`config.mk`:
```
export PLATFORM = sky130hd
export DESIGN_NAME = uart_rx_queue
export DESIGN_NICKNAME = d
export VERILOG_FILES = /design/src/rtl/uart_rx_pkg.sv /design/src/rtl/rx_byte_store.sv /design/src/rtl/rx_char_timer.sv /design/src/rtl/uart_rx_queue.sv
export SDC_FILE = /design/constraint.sdc
export NUM_CORES = 1
export LEC_CHECK = 0
export BUFFER_PORTS_ARGS = -buffer_cell sky130_fd_sc_hd__buf_2
export CAP_MARGIN = 25
export CORE_MARGIN = 2
export CORE_UTILIZATION = 65
export CTS_CLUSTER_DIAMETER = 120
export DETAILED_ROUTE_END_ITERATION = 10
export PLACE_DENSITY_LB_ADDON = 0.2
export SLEW_MARGIN = 10
export SYNTH_ARGS = -nofsm -noshare
export SYNTH_HDL_FRONTEND = slang
export SYNTH_HIERARCHICAL = 1
export SYNTH_SLANG_ARGS = --single-unit
export TNS_END_PERCENT = 5
```
`constraint.sdc`:
```
create_clock -name clk -period 8.1 [get_ports clk]
set_input_delay 0.81 -clock clk [delete_from_list [all_inputs] [get_ports clk]]
set_output_delay 0.81 -clock clk [all_outputs]
set_load 0.01 [all_outputs]
```
`src/rtl/uart_rx_pkg.sv`:
```
package uart_rx_pkg;
  localparam int CTL_EN_BIT   = 0;
  localparam int CTL_RST_BIT  = 1;
  localparam logic [7:0] CTL_KEEP = 8'hC9;
  localparam int TO_CHARS     = 4;
  localparam int MAX_FRAME    = 12;

  // Trigger level in bytes for a two-bit code.
  function automatic logic [4:0] trig_bytes(input logic [1:0] code);
    logic [4:0] r;
    case (code)
      2'd0:    r = 5'd1;
      2'd1:    r = 5'd4;
      2'd2:    r = 5'd8;
      default: r = 5'd14;
    endcase
    return r;
  endfunction

  // Bits per character frame for a line format word.
  function automatic logic [3:0] frame_bits(input logic [3:0] fmt);
    return 4'd7 + {2'b00, fmt[1:0]} + {3'b000, fmt[3]} + {3'b000, fmt[2]};
  endfunction
endpackage

```
`src/rtl/rx_byte_store.sv`:
```
module rx_byte_store #(
  parameter int DEPTH = 16,
  parameter int W     = 8,
  localparam int AW   = $clog2(DEPTH),
  localparam int CW   = $clog2(DEPTH + 1)
) (
  input  logic          clk,
  input  logic          rst,
  input  logic          clr,
  input  logic          push,
  input  logic [W-1:0]  push_data,
  input  logic          pop,
  output logic [W-1:0]  q,
  output logic [CW-1:0] count,
  output logic          accepted,
  output logic          dropped,
  output logic          empty
);
  logic [W-1:0]  mem [DEPTH];
  logic [AW-1:0] wptr, rptr;
  logic          full, pop_ok;

  assign full     = (count == CW'(DEPTH));
  assign empty    = (count == '0);
  assign pop_ok   = pop && !empty && !clr;
  assign accepted = push && !clr && (!full || pop_ok);
  assign dropped  = push && !clr && full && !pop_ok;

  always_ff @(posedge clk) begin
    if (accepted) mem[wptr] <= push_data;
    if (pop_ok)   q <= mem[rptr];
  end

  always_ff @(posedge clk) begin
    if (rst || clr) begin
      wptr  <= '0;
      rptr  <= '0;
      count <= '0;
    end else begin
      if (accepted) wptr <= (wptr == AW'(DEPTH - 1)) ? '0 : wptr + 1'b1;
      if (pop_ok)   rptr <= (rptr == AW'(DEPTH - 1)) ? '0 : rptr + 1'b1;
      count <= count + CW'(accepted) - CW'(pop_ok);
    end
  end


  count_bound_chk: assert property (@(posedge clk) disable iff (rst)
    count <= CW'(DEPTH));

  drop_keeps_chk: assert property (@(posedge clk) disable iff (rst)
    dropped |=> count == $past(count));
endmodule

```
`src/rtl/rx_char_timer.sv`:
```
module rx_char_timer
  import uart_rx_pkg::*;
#(
  parameter int CHARS   = TO_CHARS,
  parameter int MAXF    = MAX_FRAME,
  localparam int TW     = $clog2(CHARS * MAXF + 1)
) (
  input  logic       clk,
  input  logic       rst,
  input  logic [3:0] fmt,
  input  logic       tick,
  input  logic       restart,
  input  logic       stop,
  output logic       fire
);
  logic [TW-1:0] cnt, limit;
  logic          armed;

  assign limit = TW'(CHARS * int'(frame_bits(fmt)));

  always_ff @(posedge clk) begin
    if (rst) begin
      cnt   <= '0;
      armed <= 1'b0;
      fire  <= 1'b0;
    end else begin
      fire <= 1'b0;
      if (stop) begin
        armed <= 1'b0;
        cnt   <= '0;
      end else if (restart) begin
        armed <= 1'b1;
        cnt   <= '0;
      end else if (armed && tick) begin
        if (cnt == limit - 1'b1) begin
          fire  <= 1'b1;
          armed <= 1'b0;
          cnt   <= '0;
        end else begin
          cnt <= cnt + 1'b1;
        end
      end
    end
  end


  fire_needs_arm_chk: assert property (@(posedge clk) disable iff (rst)
    fire |-> $past(armed) && $past(tick));

  restart_quiet_chk: assert property (@(posedge clk) disable iff (rst)
    restart && !stop |=> !fire);
endmodule

```
`src/rtl/uart_rx_queue.sv`:
```
module uart_rx_queue
  import uart_rx_pkg::*;
#(
  parameter int DEPTH = 16,
  localparam int CW   = $clog2(DEPTH + 1)
) (
  input  logic          clk,
  input  logic          rst,
  input  logic          rx_valid,
  input  logic [7:0]    rx_data,
  input  logic          rx_break,
  input  logic          rd_en,
  output logic [7:0]    rd_data,
  input  logic          stat_clr,
  input  logic          fcr_we,
  input  logic [7:0]    fcr_wdata,
  input  logic [3:0]    line_fmt,
  input  logic          bit_tick,
  output logic          data_ready,
  output logic          brk_flag,
  output logic          ovr_flag,
  output logic [CW-1:0] fifo_count,
  output logic [CW-1:0] trig_level,
  output logic          timeout_pend
);
  logic [7:0] ctl_q, hold_q, aux_q, mem_q, abyte;
  logic       src_mem_q, buffered, flip, rx_clr, live, arrive, rd;
  logic       push, pop, accepted, dropped, q_empty, fire, restart;
  logic       last_out;
  wire        unused_ctl = ^{fcr_wdata[5:2], ctl_q[5:1]};

  assign buffered = ctl_q[CTL_EN_BIT];
  assign flip     = fcr_we && (fcr_wdata[CTL_EN_BIT] != buffered);
  assign rx_clr   = fcr_we && (fcr_wdata[CTL_RST_BIT] || flip);
  assign live     = !fcr_we;
  assign arrive   = live && (rx_valid || rx_break);
  assign abyte    = rx_break ? 8'h00 : rx_data;
  assign rd       = live && rd_en;
  assign push     = buffered && arrive;
  assign pop      = buffered && rd;
  assign last_out = pop && (fifo_count <= CW'(1)) && !accepted;
  assign restart  = push || (pop && fifo_count > CW'(1));

  rx_byte_store #(.DEPTH(DEPTH), .W(8)) u_store (
    .clk(clk), .rst(rst), .clr(rx_clr), .push(push), .push_data(abyte),
    .pop(pop), .q(mem_q), .count(fifo_count), .accepted(accepted),
    .dropped(dropped), .empty(q_empty)
  );

  rx_char_timer u_timer (
    .clk(clk), .rst(rst), .fmt(line_fmt), .tick(bit_tick),
    .restart(restart), .stop(rx_clr), .fire(fire)
  );

  assign trig_level = CW'(trig_bytes(ctl_q[7:6]));
  assign rd_data    = src_mem_q ? mem_q : aux_q;

  always_ff @(posedge clk) begin
    if (rst) begin
      ctl_q        <= '0;
      hold_q       <= '0;
      aux_q        <= '0;
      src_mem_q    <= 1'b0;
      data_ready   <= 1'b0;
      brk_flag     <= 1'b0;
      ovr_flag     <= 1'b0;
      timeout_pend <= 1'b0;
    end else begin
      if (fcr_we) ctl_q <= fcr_wdata & CTL_KEEP;

      if (!buffered && arrive) hold_q <= abyte;

      if (rd) begin
        src_mem_q <= buffered && !q_empty;
        aux_q     <= buffered ? 8'h00 : hold_q;
      end

      if (rx_clr)
        data_ready <= 1'b0;
      else if (arrive)
        data_ready <= 1'b1;
      else if (rd && (!buffered || last_out))
        data_ready <= 1'b0;

      if (rx_clr)
        brk_flag <= 1'b0;
      else if (arrive && rx_break)
        brk_flag <= 1'b1;
      else if (stat_clr || (rd && (!buffered || last_out)))
        brk_flag <= 1'b0;

      if (dropped || (!buffered && arrive && data_ready && !rd))
        ovr_flag <= 1'b1;
      else if (stat_clr)
        ovr_flag <= 1'b0;

      if (rx_clr || rd)
        timeout_pend <= 1'b0;
      else if (fire && buffered && fifo_count != '0)
        timeout_pend <= 1'b1;
    end
  end


  break_flags_chk: assert property (@(posedge clk) disable iff (rst)
    rx_break && !fcr_we |=> brk_flag && data_ready);

  read_clears_to_chk: assert property (@(posedge clk) disable iff (rst)
    rd_en && !fcr_we |=> !timeout_pend);

  flush_empty_chk: assert property (@(posedge clk) disable iff (rst)
    fcr_we && fcr_wdata[CTL_RST_BIT] |=> fifo_count == '0 && !data_ready && !timeout_pend);

  mode_flip_chk: assert property (@(posedge clk) disable iff (rst)
    fcr_we && (fcr_wdata[CTL_EN_BIT] != ctl_q[CTL_EN_BIT]) |=> fifo_count == '0 && !data_ready);

  pend_has_data_chk: assert property (@(posedge clk) disable iff (rst)
    timeout_pend |-> data_ready && fifo_count != '0);

  single_overrun_chk: assert property (@(posedge clk) disable iff (rst)
    !ctl_q[CTL_EN_BIT] && rx_valid && data_ready && !rd_en && !fcr_we |=> ovr_flag);
endmodule

```
==> key figures <==
Outcome
  – Status: complete, but fails checks
  – Failing checks: DRC

STA
  – Fin Hold WS: 450 ps
  – Min Tclk post-route: 4020 ps
  – Achievable Freq: 0.249 GHz
  – Final period util: 49.6%
  – Pins over their slew limit: 0
  – Setup tns final: 0 ps
  – Worst Skew: 8.69 ps
  – RSZ-0062 raised after global routing: no
  – Final count of negative-setup-slack endpoints: 0
  – Final Hold Viols: 0
  – Slew Limit Headroom: 37.3%
  – Worst slew pin tran: 936 ps

CTS
  – Hold-fix buffers, CTS: 0
  – Clk pin slew, worst setup/hold paths: 70 ps
  – H-tree levels: 4
  – Number of buffers created by CTS: 17
  – TritonCTS clock tree: built
  – Max Root-Sink Buffers: 2
  – CTS resizes: 0
  – Root Driver: clkbuf_16
  – Number of clock sinks: 181
  – # Post-CTS Setup Buffers: 0
  – Skew-Pair Late Insertion Delay: 440 ps

Setup path
  – Critical Path Start Type: register
  – Crit-path max FO: 30
  – Crit path capture type: register
  – Crit Path Class: register to register
  – Req. time, crit path: 8480 ps
  – CP arrival: 4400 ps

Pwr
  – Peak VDD IR: 0.207 mV
  – Pwr/cell area: 220 mW/mm2
  – Lkg Pwr: 3.06 nW

Yosys
  – Synth top cells by count: 136 x edfxtp_1, 45 x dfxtp_1, 27 x a21oi_1, 26 x nor2_1, 22 x nand2_1
  – Sequential area share after synthesis: 64.3%
  – Avg Cell Area, Syn: 15.2 um2
  – Most common cell in the synthesized netlist: edfxtp_1
  – Post-synth top area cell: edfxtp_1
  – Most common flop cell mapped by yosys: edfxtp_1
  – Ys async rst share: 0%
  – Synthesized cell area: 0.00775 mm2
  – Post-synth EDFFs: 136
  – Warnings, synthesis: 6
  – Distinct cells, synth: 57
  – Synthesized Nets: 556
  – Largest cells by area after synthesis: edfxtp_1 53%, dfxtp_1 12%, mux4_1 5.4%
  – Yosys reg bits: 181
  – Synth Instances: 510
  – Yosys top cell area share: 52.7%

Floorplanning
  – Die W: 113 um
  – Core region area: 0.0115 mm2
  – DIE AREA: 0.0128 mm2
  – Site row count: 39
  – IO Pins: 50
  – Die H: 113 um
  – Starting Density: 67.3%

Place
  – Port Buffers: 44
  – Placement Cell Area: 0.00809 mm2
  – Final GP Congestion: 0.892
  – Detailed placer's ending HPWL: 9900 um

Global routing
  – All-Layer GR Usage: 25.9%
  – Largest net degree at the start of global routing: 38
  – Grt total ovfl: 0
  – Vias in the first global route: 4374
  – First-pass GRT wire length: 23900 um
  – Initial antenna violation count: 0

Layout
  – Antenna cells: 0
  – Fin area: 0.00871 mm2
  – Nets@finish: 601
  – Area delta synth->final: 12.4%
  – Layout cells sized above 1: 21.7%

Route
  – Routed Antenna Nets: 0
  – Via count: 4386
  – TritonRoute pass-1 iters: 8
  – Initial DRC Count: 420
  – DRC viols: 2
  – Via-per-instance ratio: 6.17
  – Routed WL: 15400 um
  – Routed wire per std cell: 21.7 um

Flow run
  – # Max-Cap Violations: 0

Min path
  – Hold crit path type: register to register
-- cell usage in the layout (no fill, tap or decap), drive strengths merged, types with 6 or more instances in the layout --
cell and count:
nand3b 17, mux4 32, nand2b 6, nand3 7, o21ai 14, ha 16, edfxtp 136, buf 54
dfxtp 45, and3 14, xnor2 9, inv 26, xor2 8, a21oi 27, a22oi 16, nor2b 15
clkbuf 23, mux2 8, nor2 26, nand2 22
-- path summary, 6_finish.rpt --
kind | to | start | slack [ps] | depth (start not counted)
setup / recovery | u_store/count[4]$_SDFF_PP0_ | ctl_q[0]$_SDFFE_PP0P_ | 4080 | 12
hold / removal | aux_q[4]$_SDFFE_PP0N_ | aux_q[4]$_SDFFE_PP0N_ | 450 | 2
setup reg to reg | u_store/count[4]$_SDFF_PP0_ | ctl_q[0]$_SDFFE_PP0P_ | 4080 | 12
hold reg to reg | aux_q[4]$_SDFFE_PP0N_ | aux_q[4]$_SDFFE_PP0N_ | 450 | 2
-- stage by stage --
stage               setup WS, ps  std cells  util (%)  power (mW)
global route                3800        711      75.7        1.97
CTS                         4110        711      75.7        1.93
finish                      4080        711      75.7        1.92
detailed placement          4030        679      70.2        1.09
global placement            4050        679      70.2        1.09
floorplan                   4520        510         -        1.07
-- power breakdown --
| part | switching [mW] | internal [mW] | total [mW] |
|---|---|---|---|
| Clock | 0.347 | 0.497 | 0.844 |
| Combinational | 0.0427 | 0.0258 | 0.0685 |
| Sequential | 0.00451 | 0.999 | 1.00 |
-- area by class of cell --
class | instances | area, um2
inverters | 18 | 67.6
flip-flops and latches | 181 | 4990
repair buffers | 54 | 295
clock buffers | 23 | 564
fillers | 690 | 2800
well taps | 143 | 179
multi-input cells | 283 | 2560
clock inverters | 9 | 65.1
-- worst max-delay path, cell delays in order (launching register included) --
cell and delay [ps]:
dfxtp_1 840, xor2_1 150, o21a_1 330, nand2b_1 320, nor2_1 760, ha_1 230, inv_1 40, ha_1 190
fa_1 420, a21oi_1 140, nor2_1 60, or3_1 330, a21oi_1 130
-- cells by family after synthesis --
family,count (synthesis),share of synthesized area [%]
simple gates,125,9.18
other cells,1,0.0484
buf+inv,46,2.71
flops,181,64.3
mux,44,11.8
xor+xnor,17,2.11
fa+ha+maj,18,3.10
compound gates,78,6.78
-- flip-flops by register name, summed over array words and instances, names as in the netlist --
register,count
u_timer/cnt,6
u_store/mem,128
ctl_q,3
brk_flag,1
timeout_pend,1
aux_q,8
u_timer/armed,1
u_store/rptr,4
u_store/wptr,4
u_store/count,5
u_timer/fire,1
u_store/q,8
hold_q,8
src_mem_q,1
ovr_flag,1
data_ready,1
-- per-layer routing --
metal | share of wire [%] | routed length, um | track usage, %
met5 | 0 | 0 | 0
met4 | 1.4 | 212 | 8.86
met3 | 5.4 | 826 | 5.62
met2 | 52 | 8000 | 42.4
met1 | 41 | 6360 | 35.0
No activity file was read; power rests on OpenSTA's default activity.
